`src/rtl/ldev_cfg_pkg.sv`:
```
package ldev_cfg_pkg;

  localparam int MAX_MEM   = 4;
  localparam int MAX_IO    = 8;
  localparam int IRQ_SLOTS = 2;
  localparam int MAX_DMA   = 2;
  // 16 entries keep the 4-bit offset in range; the decoder never selects 0xF
  localparam int VENDOR_DEPTH = 16;
  localparam logic [2:0] DMA_IDLE = 3'd4;

  typedef enum logic [2:0] {
    CLS_NONE,
    CLS_MEM,
    CLS_IO,
    CLS_IRQ,
    CLS_DMA,
    CLS_DMA_ABSENT,
    CLS_VENDOR
  } regClass_e;

  typedef struct packed {
    logic      wr;
    regClass_e cls;
    logic [2:0] slot;
    logic [3:0] sub;
  } strobe_t;

endpackage

```
`src/rtl/ldev_cfg_ctrl.sv`:
```
module ldev_cfg_ctrl
  import ldev_cfg_pkg::*;
#(
  parameter int NUM_MEM = 3,
  parameter int NUM_IO  = 6,
  parameter int NUM_DMA = 1
) (
  input  logic       clk,
  input  logic       rstN,
  input  logic       idxWe,
  input  logic [7:0] idxIn,
  input  logic       dataWe,
  output strobe_t    strobe
);

  logic [7:0] curIdx;

  always_ff @(posedge clk) begin
    if (!rstN)      curIdx <= 8'h00;
    else if (idxWe) curIdx <= idxIn;
  end

  always_comb begin
    strobe      = '0;
    strobe.cls  = CLS_NONE;
    strobe.wr   = dataWe;
    if (curIdx[7:5] == 3'b010) begin
      if ((int'(curIdx[4:3]) < NUM_MEM) && (curIdx[2:0] <= 3'd4)) begin
        strobe.cls  = CLS_MEM;
        strobe.slot = {1'b0, curIdx[4:3]};
        strobe.sub  = {1'b0, curIdx[2:0]};
      end
    end else if (curIdx[7:4] == 4'h6) begin
      if (int'(curIdx[3:1]) < NUM_IO) begin
        strobe.cls  = CLS_IO;
        strobe.slot = curIdx[3:1];
        strobe.sub  = {3'b000, curIdx[0]};
      end
    end else if (curIdx[7:2] == 6'b011100) begin
      strobe.cls  = CLS_IRQ;
      strobe.slot = {2'b00, curIdx[1]};
      strobe.sub  = {3'b000, curIdx[0]};
    end else if (curIdx[7:1] == 7'b0111010) begin
      strobe.slot = {2'b00, curIdx[0]};
      strobe.cls  = (int'(curIdx[0]) < NUM_DMA) ? CLS_DMA : CLS_DMA_ABSENT;
    end else if ((curIdx[7:4] == 4'hF) && (curIdx[3:0] != 4'hF)) begin
      strobe.cls = CLS_VENDOR;
      strobe.sub = curIdx[3:0];
    end
  end

  assert_idx_latch_R1: assert property (@(posedge clk) disable iff (!rstN)
    ($past(rstN) && $past(idxWe)) |-> (curIdx == $past(idxIn)));

endmodule

```
`src/rtl/ldev_cfg_dp.sv`:
```
module ldev_cfg_dp
  import ldev_cfg_pkg::*;
#(
  parameter int NUM_MEM    = 3,
  parameter int NUM_IO     = 6,
  parameter int NUM_DMA    = 1,
  parameter int IO_BITS    = 10,
  parameter bit LIMIT_MODE = 1'b1
) (
  input  logic                   clk,
  input  logic                   rstN,
  input  strobe_t                strobe,
  input  logic [7:0]             dataIn,
  output logic [7:0]             dataOut,
  output logic [MAX_MEM*16-1:0]  memBase,
  output logic [MAX_MEM*16-1:0]  memLimit,
  output logic [MAX_MEM-1:0]     memWide,
  output logic [MAX_IO*16-1:0]   ioBase,
  output logic [IRQ_SLOTS*4-1:0] irqLevel,
  output logic [IRQ_SLOTS*2-1:0] irqType,
  output logic [MAX_DMA*3-1:0]   dmaChan
);

  localparam logic [15:0] IO_MASK = 16'((32'h1 << IO_BITS) - 1);
  localparam logic [MAX_IO*16-1:0] IO_OUT_MASK = {MAX_IO{IO_MASK}};

  logic [7:0] baseHi [NUM_MEM];
  logic [7:0] baseLo [NUM_MEM];
  logic [7:0] limHi  [NUM_MEM];
  logic [7:0] limLo  [NUM_MEM];
  logic       wideR  [NUM_MEM];
  logic [7:0] ioHi   [NUM_IO];
  logic [7:0] ioLo   [NUM_IO];
  logic [3:0] lvlR   [IRQ_SLOTS];
  logic [1:0] typR   [IRQ_SLOTS];
  logic [2:0] dmaR   [NUM_DMA];
  logic [7:0] scratch[VENDOR_DEPTH];

  always_ff @(posedge clk) begin
    if (!rstN) begin
      for (int k = 0; k < NUM_MEM; k++) begin
        baseHi[k] <= '0; baseLo[k] <= '0; limHi[k] <= '0; limLo[k] <= '0; wideR[k] <= 1'b0;
      end
      for (int k = 0; k < NUM_IO; k++) begin
        ioHi[k] <= '0; ioLo[k] <= '0;
      end
      for (int k = 0; k < IRQ_SLOTS; k++) begin
        lvlR[k] <= '0; typR[k] <= '0;
      end
      for (int k = 0; k < NUM_DMA; k++) dmaR[k] <= DMA_IDLE;
      for (int k = 0; k < VENDOR_DEPTH; k++) scratch[k] <= '0;
    end else if (strobe.wr) begin
      case (strobe.cls)
        CLS_MEM: begin
          case (strobe.sub[2:0])
            3'd0: baseHi[strobe.slot[1:0]] <= dataIn;
            3'd1: baseLo[strobe.slot[1:0]] <= dataIn;
            3'd2: wideR[strobe.slot[1:0]]  <= dataIn[1];
            3'd3: limHi[strobe.slot[1:0]]  <= dataIn;
            3'd4: limLo[strobe.slot[1:0]]  <= dataIn;
            default: ;
          endcase
        end
        CLS_IO: begin
          if (strobe.sub[0]) ioLo[strobe.slot] <= dataIn & IO_MASK[7:0];
          else               ioHi[strobe.slot] <= dataIn & IO_MASK[15:8];
        end
        CLS_IRQ: begin
          if (strobe.sub[0]) typR[strobe.slot[0]] <= dataIn[1:0];
          else               lvlR[strobe.slot[0]] <= dataIn[3:0];
        end
        CLS_DMA:    dmaR[strobe.slot[0]] <= dataIn[2:0];
        CLS_VENDOR: scratch[strobe.sub]  <= dataIn;
        default: ;
      endcase
    end
  end

  always_comb begin
    dataOut = 8'h00;
    case (strobe.cls)
      CLS_MEM: begin
        case (strobe.sub[2:0])
          3'd0: dataOut = baseHi[strobe.slot[1:0]];
          3'd1: dataOut = baseLo[strobe.slot[1:0]];
          3'd2: dataOut = {6'b0, wideR[strobe.slot[1:0]], LIMIT_MODE};
          3'd3: dataOut = limHi[strobe.slot[1:0]];
          3'd4: dataOut = limLo[strobe.slot[1:0]];
          default: dataOut = 8'h00;
        endcase
      end
      CLS_IO:         dataOut = strobe.sub[0] ? ioLo[strobe.slot] : ioHi[strobe.slot];
      CLS_IRQ:        dataOut = strobe.sub[0] ? {6'b0, typR[strobe.slot[0]]}
                                              : {4'b0, lvlR[strobe.slot[0]]};
      CLS_DMA:        dataOut = {5'b0, dmaR[strobe.slot[0]]};
      CLS_DMA_ABSENT: dataOut = {5'b0, DMA_IDLE};
      CLS_VENDOR:     dataOut = scratch[strobe.sub];
      default:        dataOut = 8'h00;
    endcase
  end

  for (genvar k = 0; k < MAX_MEM; k++) begin : g_mem
    if (k < NUM_MEM) begin : g_on
      assign memBase[k*16 +: 16]  = {baseHi[k], baseLo[k]};
      assign memLimit[k*16 +: 16] = {limHi[k], limLo[k]};
      assign memWide[k]           = wideR[k];
    end else begin : g_off
      assign memBase[k*16 +: 16]  = '0;
      assign memLimit[k*16 +: 16] = '0;
      assign memWide[k]           = 1'b0;
    end
  end

  for (genvar k = 0; k < MAX_IO; k++) begin : g_io
    if (k < NUM_IO) begin : g_on
      assign ioBase[k*16 +: 16] = {ioHi[k], ioLo[k]};
    end else begin : g_off
      assign ioBase[k*16 +: 16] = '0;
    end
  end

  for (genvar k = 0; k < IRQ_SLOTS; k++) begin : g_irq
    assign irqLevel[k*4 +: 4] = lvlR[k];
    assign irqType[k*2 +: 2]  = typR[k];
  end

  for (genvar k = 0; k < MAX_DMA; k++) begin : g_dma
    if (k < NUM_DMA) begin : g_on
      assign dmaChan[k*3 +: 3] = dmaR[k];
    end else begin : g_off
      assign dmaChan[k*3 +: 3] = DMA_IDLE;
    end
  end

  assert_ignored_write_R9: assert property (@(posedge clk) disable iff (!rstN)
    (strobe.wr && (strobe.cls == CLS_NONE || strobe.cls == CLS_DMA_ABSENT)) |=>
      ($stable(memBase) && $stable(memLimit) && $stable(memWide) && $stable(ioBase)
       && $stable(irqLevel) && $stable(irqType) && $stable(dmaChan)));

  assert_dma_read_R8: assert property (@(posedge clk) disable iff (!rstN)
    (strobe.cls == CLS_DMA || strobe.cls == CLS_DMA_ABSENT) |-> (dataOut[7:3] == 5'b0));

  assert_irq_upper_R7: assert property (@(posedge clk) disable iff (!rstN)
    (strobe.cls == CLS_IRQ) |-> (dataOut[7:4] == 4'b0));

  assert_mem_ctrl_R5: assert property (@(posedge clk) disable iff (!rstN)
    (strobe.cls == CLS_MEM && strobe.sub == 4'd2) |->
      (dataOut[7:2] == 6'b0 && dataOut[0] == LIMIT_MODE));

  assert_io_width_R6: assert property (@(posedge clk) disable iff (!rstN)
    ((ioBase & ~IO_OUT_MASK) == '0));

endmodule

```
`src/rtl/ldev_cfg_regs.sv`:
```
module ldev_cfg_regs
  import ldev_cfg_pkg::*;
#(
  parameter int NUM_MEM    = 3,
  parameter int NUM_IO     = 6,
  parameter int NUM_DMA    = 1,
  parameter int IO_BITS    = 10,
  parameter bit LIMIT_MODE = 1'b1
) (
  input  logic         clk,
  input  logic         rstN,
  input  logic         idxWe,
  input  logic [7:0]   idxIn,
  input  logic         dataWe,
  input  logic [7:0]   dataIn,
  output logic [7:0]   dataOut,
  output logic [63:0]  memBase,
  output logic [63:0]  memLimit,
  output logic [3:0]   memWide,
  output logic [127:0] ioBase,
  output logic [7:0]   irqLevel,
  output logic [3:0]   irqType,
  output logic [5:0]   dmaChan
);

  strobe_t strobe;

  ldev_cfg_ctrl #(.NUM_MEM(NUM_MEM), .NUM_IO(NUM_IO), .NUM_DMA(NUM_DMA)) u_ctrl (
    .clk(clk), .rstN(rstN), .idxWe(idxWe), .idxIn(idxIn), .dataWe(dataWe), .strobe(strobe)
  );

  ldev_cfg_dp #(.NUM_MEM(NUM_MEM), .NUM_IO(NUM_IO), .NUM_DMA(NUM_DMA),
                .IO_BITS(IO_BITS), .LIMIT_MODE(LIMIT_MODE)) u_dp (
    .clk(clk), .rstN(rstN), .strobe(strobe), .dataIn(dataIn), .dataOut(dataOut),
    .memBase(memBase), .memLimit(memLimit), .memWide(memWide), .ioBase(ioBase),
    .irqLevel(irqLevel), .irqType(irqType), .dmaChan(dmaChan)
  );

endmodule

```
`config.mk`:
```
export PLATFORM = sky130hd
export DESIGN_NAME = ldev_cfg_regs
export DESIGN_NICKNAME = d
export VERILOG_FILES = /design/src/rtl/ldev_cfg_pkg.sv /design/src/rtl/ldev_cfg_ctrl.sv /design/src/rtl/ldev_cfg_dp.sv /design/src/rtl/ldev_cfg_regs.sv
export SDC_FILE = /design/constraint.sdc
export NUM_CORES = 1
export LEC_CHECK = 0
export BUFFER_PORTS_ARGS = -buffer_cell sky130_fd_sc_hd__buf_4
export CELL_PAD_IN_SITES_DETAIL_PLACEMENT = 1
export CELL_PAD_IN_SITES_GLOBAL_PLACEMENT = 2
export CORE_UTILIZATION = 40
export DETAILED_ROUTE_END_ITERATION = 8
export MAX_ROUTING_LAYER = met4
export PLACE_DENSITY = 0.82
export SYNTH_ARGS = -nofsm -noshare
export SYNTH_HDL_FRONTEND = slang
export SYNTH_HIERARCHICAL = 1
export SYNTH_SLANG_ARGS = --single-unit
export TNS_END_PERCENT = 20
```
`constraint.sdc`:
```
create_clock -name clk -period 8.37 [get_ports clk]
set_input_delay 0.4185 -clock clk [delete_from_list [all_inputs] [get_ports clk]]
set_output_delay 0.4185 -clock clk [all_outputs]
set_load 0.05 [all_outputs]
```
Yosys cells after proc, flatten, opt, wreduce, memory -nomap -nowiden

Memories as Yosys holds them, arrays and structs flattened.
Cells that the tools add are included.

Input bits: 20
Word-level logic and storage cells: 145
Bits in writable memories: 302
Memories: 11
Register bits: 8
Output and inout bits: 286

Order comparisons: 4
Reduce and logical (&&, ||, !) cells: 14
Equality and inequality tests: 16
Muxes and demuxes: 99

Memories:

| memory       | words | bits a word | read ports | clocked after memory_dff | wr ports | line              | text |
|---|---|---|---|---|---|---|---|
| u_dp.scratch | 16    | 8           | 1          | 0                        | 16       | ldev_cfg_dp.sv:37 | `logic [7:0] scratch[VENDOR_DEPTH];` |
| u_dp.ioLo    | 6     | 8           | 7          | 0                        | 6        | ldev_cfg_dp.sv:33 | `logic [7:0] ioLo [NUM_IO];` |
| u_dp.baseHi  | 3     | 8           | 4          | 0                        | 3        | ldev_cfg_dp.sv:27 | `logic [7:0] baseHi [NUM_MEM];` |
| u_dp.baseLo  | 3     | 8           | 4          | 0                        | 3        | ldev_cfg_dp.sv:28 | `logic [7:0] baseLo [NUM_MEM];` |
| u_dp.limHi   | 3     | 8           | 4          | 0                        | 3        | ldev_cfg_dp.sv:29 | `logic [7:0] limHi [NUM_MEM];` |
| u_dp.limLo   | 3     | 8           | 4          | 0                        | 3        | ldev_cfg_dp.sv:30 | `logic [7:0] limLo [NUM_MEM];` |
| +5 memories  | -     | -           | -          | -                        | -        | -                 |  |

Operators by type and width:

| operator                                                              | count |
|---|---|
| 1-bit 2-to-1 mux                                                      | 68 |
| 8-bit 2-to-1 mux                                                      | 8 |
| 8-bit one-hot mux with 6 select lines                                 | 1 |
| 8-bit OR reduction                                                    | 6 |
| 8-bit one-hot mux with 5 select lines                                 | 1 |
| 10-bit 2-to-1 mux                                                     | 3 |
| 4-bit 2-to-1 mux                                                      | 5 |
| 3-bit by 2-bit equality test with 1-bit output, second input constant | 5 |
| 3-bit 2-to-1 mux                                                      | 5 |
| 2-bit 2-to-1 mux                                                      | 7 |
| 3-bit equality test, second input constant                            | 4 |
| 9-bit 2-to-1 mux                                                      | 1 |
| 7-bit by 6-bit equality test with 1-bit output, second input constant | 1 |
| 3-bit by 1-bit equality test with 1-bit output, second input constant | 2 |
| 6-bit by 5-bit equality test with 1-bit output, second input constant | 1 |
| 4-bit by 3-bit equality test with 1-bit output, second input constant | 1 |
| 4-bit equality test, second input constant                            | 1 |
| 4-bit inequality test, second input constant                          | 1 |
| 2-bit OR reduction                                                    | 2 |
| 4-bit OR reduction                                                    | 1 |
| 3-bit less-or-equal comparator, second input constant                 | 1 |
| 3-bit zero test                                                       | 1 |
| 3-bit < comparator, second input constant                             | 1 |
| 3-bit OR reduction                                                    | 1 |
| other kinds (4)                                                       | 5 |

Longest topological paths before layout

Depth in word-level cells: 15
Mapped depth: 13
Depth with buffers taken out: 9

Hierarchy

The synthesis kept the hierarchy.

Modules (own cells, without submodules):

| module        | times used | seq. area each (um2) | area an instance (um2) | cells each |
|---|---|---|---|---|
| ldev_cfg_dp   | 1          | 10630.2              | 17296.6                | 1217 |
| ldev_cfg_ctrl | 1          | 160.2                | 545.5                  | 62 |

Least setup slack after synthesis

Ideal clock, no wire load.

Path type: flip-flop to output port
Start point: register u_ctrl.curIdx[2]
End point: output dataOut[0]
Buffers on the path: 4
Data required time: 7951 ps
Cell stages (with the launch flop): 13
Data arrival time: 2833 ps
Path slack: 5119 ps
Path through: dfxtp_1 buf_2 maj3_2 o32a_1 o2bb2ai_1 buf_6 buf_12 buf_12 mux4_1 mux2i_1 nor2_1 nor3_1 nand4_1

RTL lines:

| element                | line                | text |
|---|---|---|
| from (decl)            | ldev_cfg_ctrl.sv:16 | `logic [7:0] curIdx;` |
| from (signal assigned) | ldev_cfg_ctrl.sv:20 | `else if (idxWe) curIdx <= idxIn;` |
| to (decl)              | ldev_cfg_regs.sv:16 | `output logic [7:0] dataOut,` |

==> results.json <==
{
  "clockRootBuffer": "clkbuf_16",
  "cap_violations": 0,
  "synthArstFlopShare_pct": 0,
  "drive_gt1_share_pct": 26.82,
  "area_growth_pct": 15.44,
  "reg2reg_to": "u_dp/limHi[1][1]$_SDFFCE_PN0P_",
  "r2r_cells": 7,
  "multi_input_area_sq_um": 6068,
  "vias": 11450,
  "cp.arrival_ns": 4.91,
  "grt_pass1_wl_mm": 77.32,
  "n_antenna_cell": 0,
  "maxSlewViolCount": 0,
  "r2r_slack_ns": 3.43,
  "gp_congestion": 0.8810,
  "drt_pre_antenna_iters": 5,
  "min_path_type": "input port to register",
  "insertion_delay_ns": 0.57,
  "clockBufferDepth": 3,
  "routed_wl_mm": 53.84,
  "synth_warnings": 6,
  "ys_seq_elements": 363,
  "ios": 306,
  "clkSlewWorstSetupHoldPaths_ns": 0.06,
  "die_h_um": 213.2,
  "seqCellArea_sq_um": 10790,
  "synthCells": 1279,
  "initial_core_util_pct": 40.44,
  "cp-end-kind": "output pin",
  "cts-buffers-inserted": 40,
  "post_synth_num_cell_types": 60,
  "final_cell_mix": "edfxtp_1 (352), buf_4 (228), and2_1 (188)",
  "wl_per_cell_um": 26.12,
  "grt_max_degree": 64,
  "avgViaCountPerCell": 5.557,
  "cts_sinks": 363,
  "worst_pin_slew_ns": 1.398,
  "synth-edff-count": 352,
  "ant_nets": 0,
  "ys_seq_area_share_pct": 60.48,
  "cts_setup_buffers": 0,
  "post-route-drc-count": 0,
  "whs_endpoint": "u_ctrl/curIdx[4]$_SDFFE_PN0P_",
  "max_freq_ghz": 0.1876,
  "dp_cells": 1992,
  "intPower_uw": 3101,
  "netSwitchingPower_uw": 1134,
  "avgSynthCellArea_sq_um": 13.95,
  "p_seq_share_pct": 49.2,
  "p_leak_uw": 0.007437,
  "h-tree-depth": 2,
  "grt_pass1_vias": 11430,
  "grt-ovfl-total": 0,
  "n_fill_cell": 4539,
  "hold_viol_final": 0,
  "worstHoldPathCells": 3,
  "worstSetupPathType": "register to output pin",
  "hp-start": "idxIn[4]",
  "cts_tree": "built",
  "nNetsFinal": 1462,
  "rsz0062_at_grt": "false",
  "status": "finished, final reports clean",
  "ir_drop_mv": 0.1146,
  "ctsResizeCount": 0,
  "switching_share_pct": 26.78,
  "skew_ns": 0.02469,
  "syn_area_sq_um": 17840,
  "pwr-share-comb_pct": 10.8,
  "first_iter_violations": 1233,
  "grt_use_total_pct": 24.35,
  "num_rows": 77,
  "hpwl_mm": 36.82,
  "synthFlopType": "edfxtp_1",
  "slew_headroom_pct": 5.836,
  "finalSetupViolCount": 0,
  "final_common_cell": "edfxtp_1",
  "die-area_sq_um": 45450,
  "core_area_sq_um": 44120,
  "cts_hold_buffers": 0,
  "io_buffer_count": 201,
  "die_x_um": 213.2,
  "setup-tns-final_ns": 0,
  "power.density_nw_per_um2": 205.6,
  "finalCritPeriodShare_pct": 63.70,
  "fin_cells": 2061,
  "cp_data_required_time_ns": 7.95,
  "r2r-start": "u_ctrl/curIdx[4]$_SDFFE_PN0P_",
  "grt_antenna_before_repair": 0,
  "start_kind": "register",
  "clockPowerShare_pct": 40.0,
  "period_minus_slack_ns": 5.331,
  "critical_path_peak_fanout": 55,
  "utilization_pct": 46.68
}
[how the worst max path moves through the flow]
stage / cells past startpoint / start / endpoint / slack [ns]
after floorplan: 12 / u_ctrl/curIdx[2]$_SDFFE_PN0P_ / dataOut[0] / 5.12
after global placement: 8 / u_ctrl/curIdx[7]$_SDFFE_PN0P_ / u_dp/limLo[1][5]$_SDFFCE_PN0P_ / 3.57
after detailed placement: 7 / u_ctrl/curIdx[4]$_SDFFE_PN0P_ / u_dp/limHi[1][3]$_SDFFCE_PN0P_ / 3.53
after CTS: 10 / u_ctrl/curIdx[4]$_SDFFE_PN0P_ / dataOut[5] / 2.98
after global routing: 11 / u_ctrl/curIdx[4]$_SDFFE_PN0P_ / dataOut[1] / 2.69
final: 10 / u_ctrl/curIdx[4]$_SDFFE_PN0P_ / dataOut[5] / 3.04
[metal layers]
| layer | share of wire (%) | up-vias | track usage (%) |
|---|---|---|---|
| met5 | 0 | - | - |
| met4 | 2.9 | 0 | 7.906 |
| met3 | 8.2 | 103 | 4.074 |
| met2 | 47 | 618 | 37.27 |
| met1 | 42 | 5880 | 33.12 |
| li1 | - | 4851 | - |
[registers in the layout, indices dropped and copies added (netlist names), 16 cells and up]
signal / count
u_dp/ioLo: 64
u_dp/baseLo: 32
u_dp/limLo: 32
u_dp/baseHi: 32
u_dp/scratch: 128
u_dp/limHi: 32
u_dp/ioHi: 16
[cells in the mapped netlist, types with 4 or more instances]
cell type    n  area [sq um]
edfxtp_1   352         10570
and2_1     189          1182
buf_4      117         878.3
mux4_2      75          1689
nor2_1      65         244.0
nor3_1      63         315.3
clkbuf_1    56         210.2
mux2i_1     52         520.5
nand2_1     34         127.6
o21ai_0     28         140.1
nand2b_1    25         156.4
buf_2       23         115.1
nor4_1      20         125.1
inv_1       16         60.06
nor2b_1     15         93.84
o22ai_1     14         87.58
dfxtp_1     11         220.2
nand3_1      8         40.04
nor3_2       8         80.08
o21ai_1      8         40.04
buf_6        7         78.83
mux2_2       7         78.83
nor2_2       7         43.79
mux4_1       6         157.7
a211oi_1     5         37.54
nand3b_1     5         37.54
a211o_1      4         35.03
a221o_1      4         40.04
o31ai_1      4         30.03
[worst max-delay path, stage by stage, from the launching register on]
cell and delay (ns):
dfxtp_1 0.53, nand2b_1 0.13, o32a_1 0.38, o2bb2ai_4 0.14, buf_4 0.42, buf_4 0.80
mux4_1 0.69, mux2i_1 0.25, o22ai_1 0.17, a221o_1 0.47, buf_4 0.23
[power by group through the flow]
| stage | clock network (uW) | registers [uW] | logic, uW |
|---|---|---|---|
| after floorplan | 0 | 2210 | 264 |
| after global placement | 0 | 2120 | 452 |
| after detailed placement | 0 | 2120 | 456 |
| after CTS | 1720 | 2080 | 457 |
| after global routing | 1780 | 2090 | 477 |
| final | 1700 | 2080 | 458 |
[cells by family after synthesis]
logic type      Yosys count  synth area share [%]
compound gates           84                 3.093
fa+ha+maj                 1               0.06311
buf+inv                 226                 7.861
flops                   363                 60.48
mux                     140                 13.71
other cells               2               0.04209
simple gates            463                 14.75
[through the flow]
| stage | total power (uW) | instance area, sq um | setup WS, ns | hold WS (ns) |
|---|---|---|---|---|
| floorplan | 2470 | 18230 | 5.119 | 0.4562 |
| global placement | 2570 | 19370 | 3.573 | 0.4997 |
| detailed placement | 2575 | 19370 | 3.532 | 0.5364 |
| CTS | 4260 | 20600 | 2.980 | 0.09351 |
| global route | 4341 | 20600 | 2.690 | 0.1217 |
| finish | 4235 | 20600 | 3.039 | 0.1129 |
[cell type report]
class,instances,share of cell area [%]
clock buffers,52,5.127
clock inverters,17,0.8079
well taps,592,3.596
multi-input cells,792,29.46
flip-flops and latches,363,52.39
inverters,17,0.3098
repair buffers,228,8.310
(Power assumes the default switching activity.)
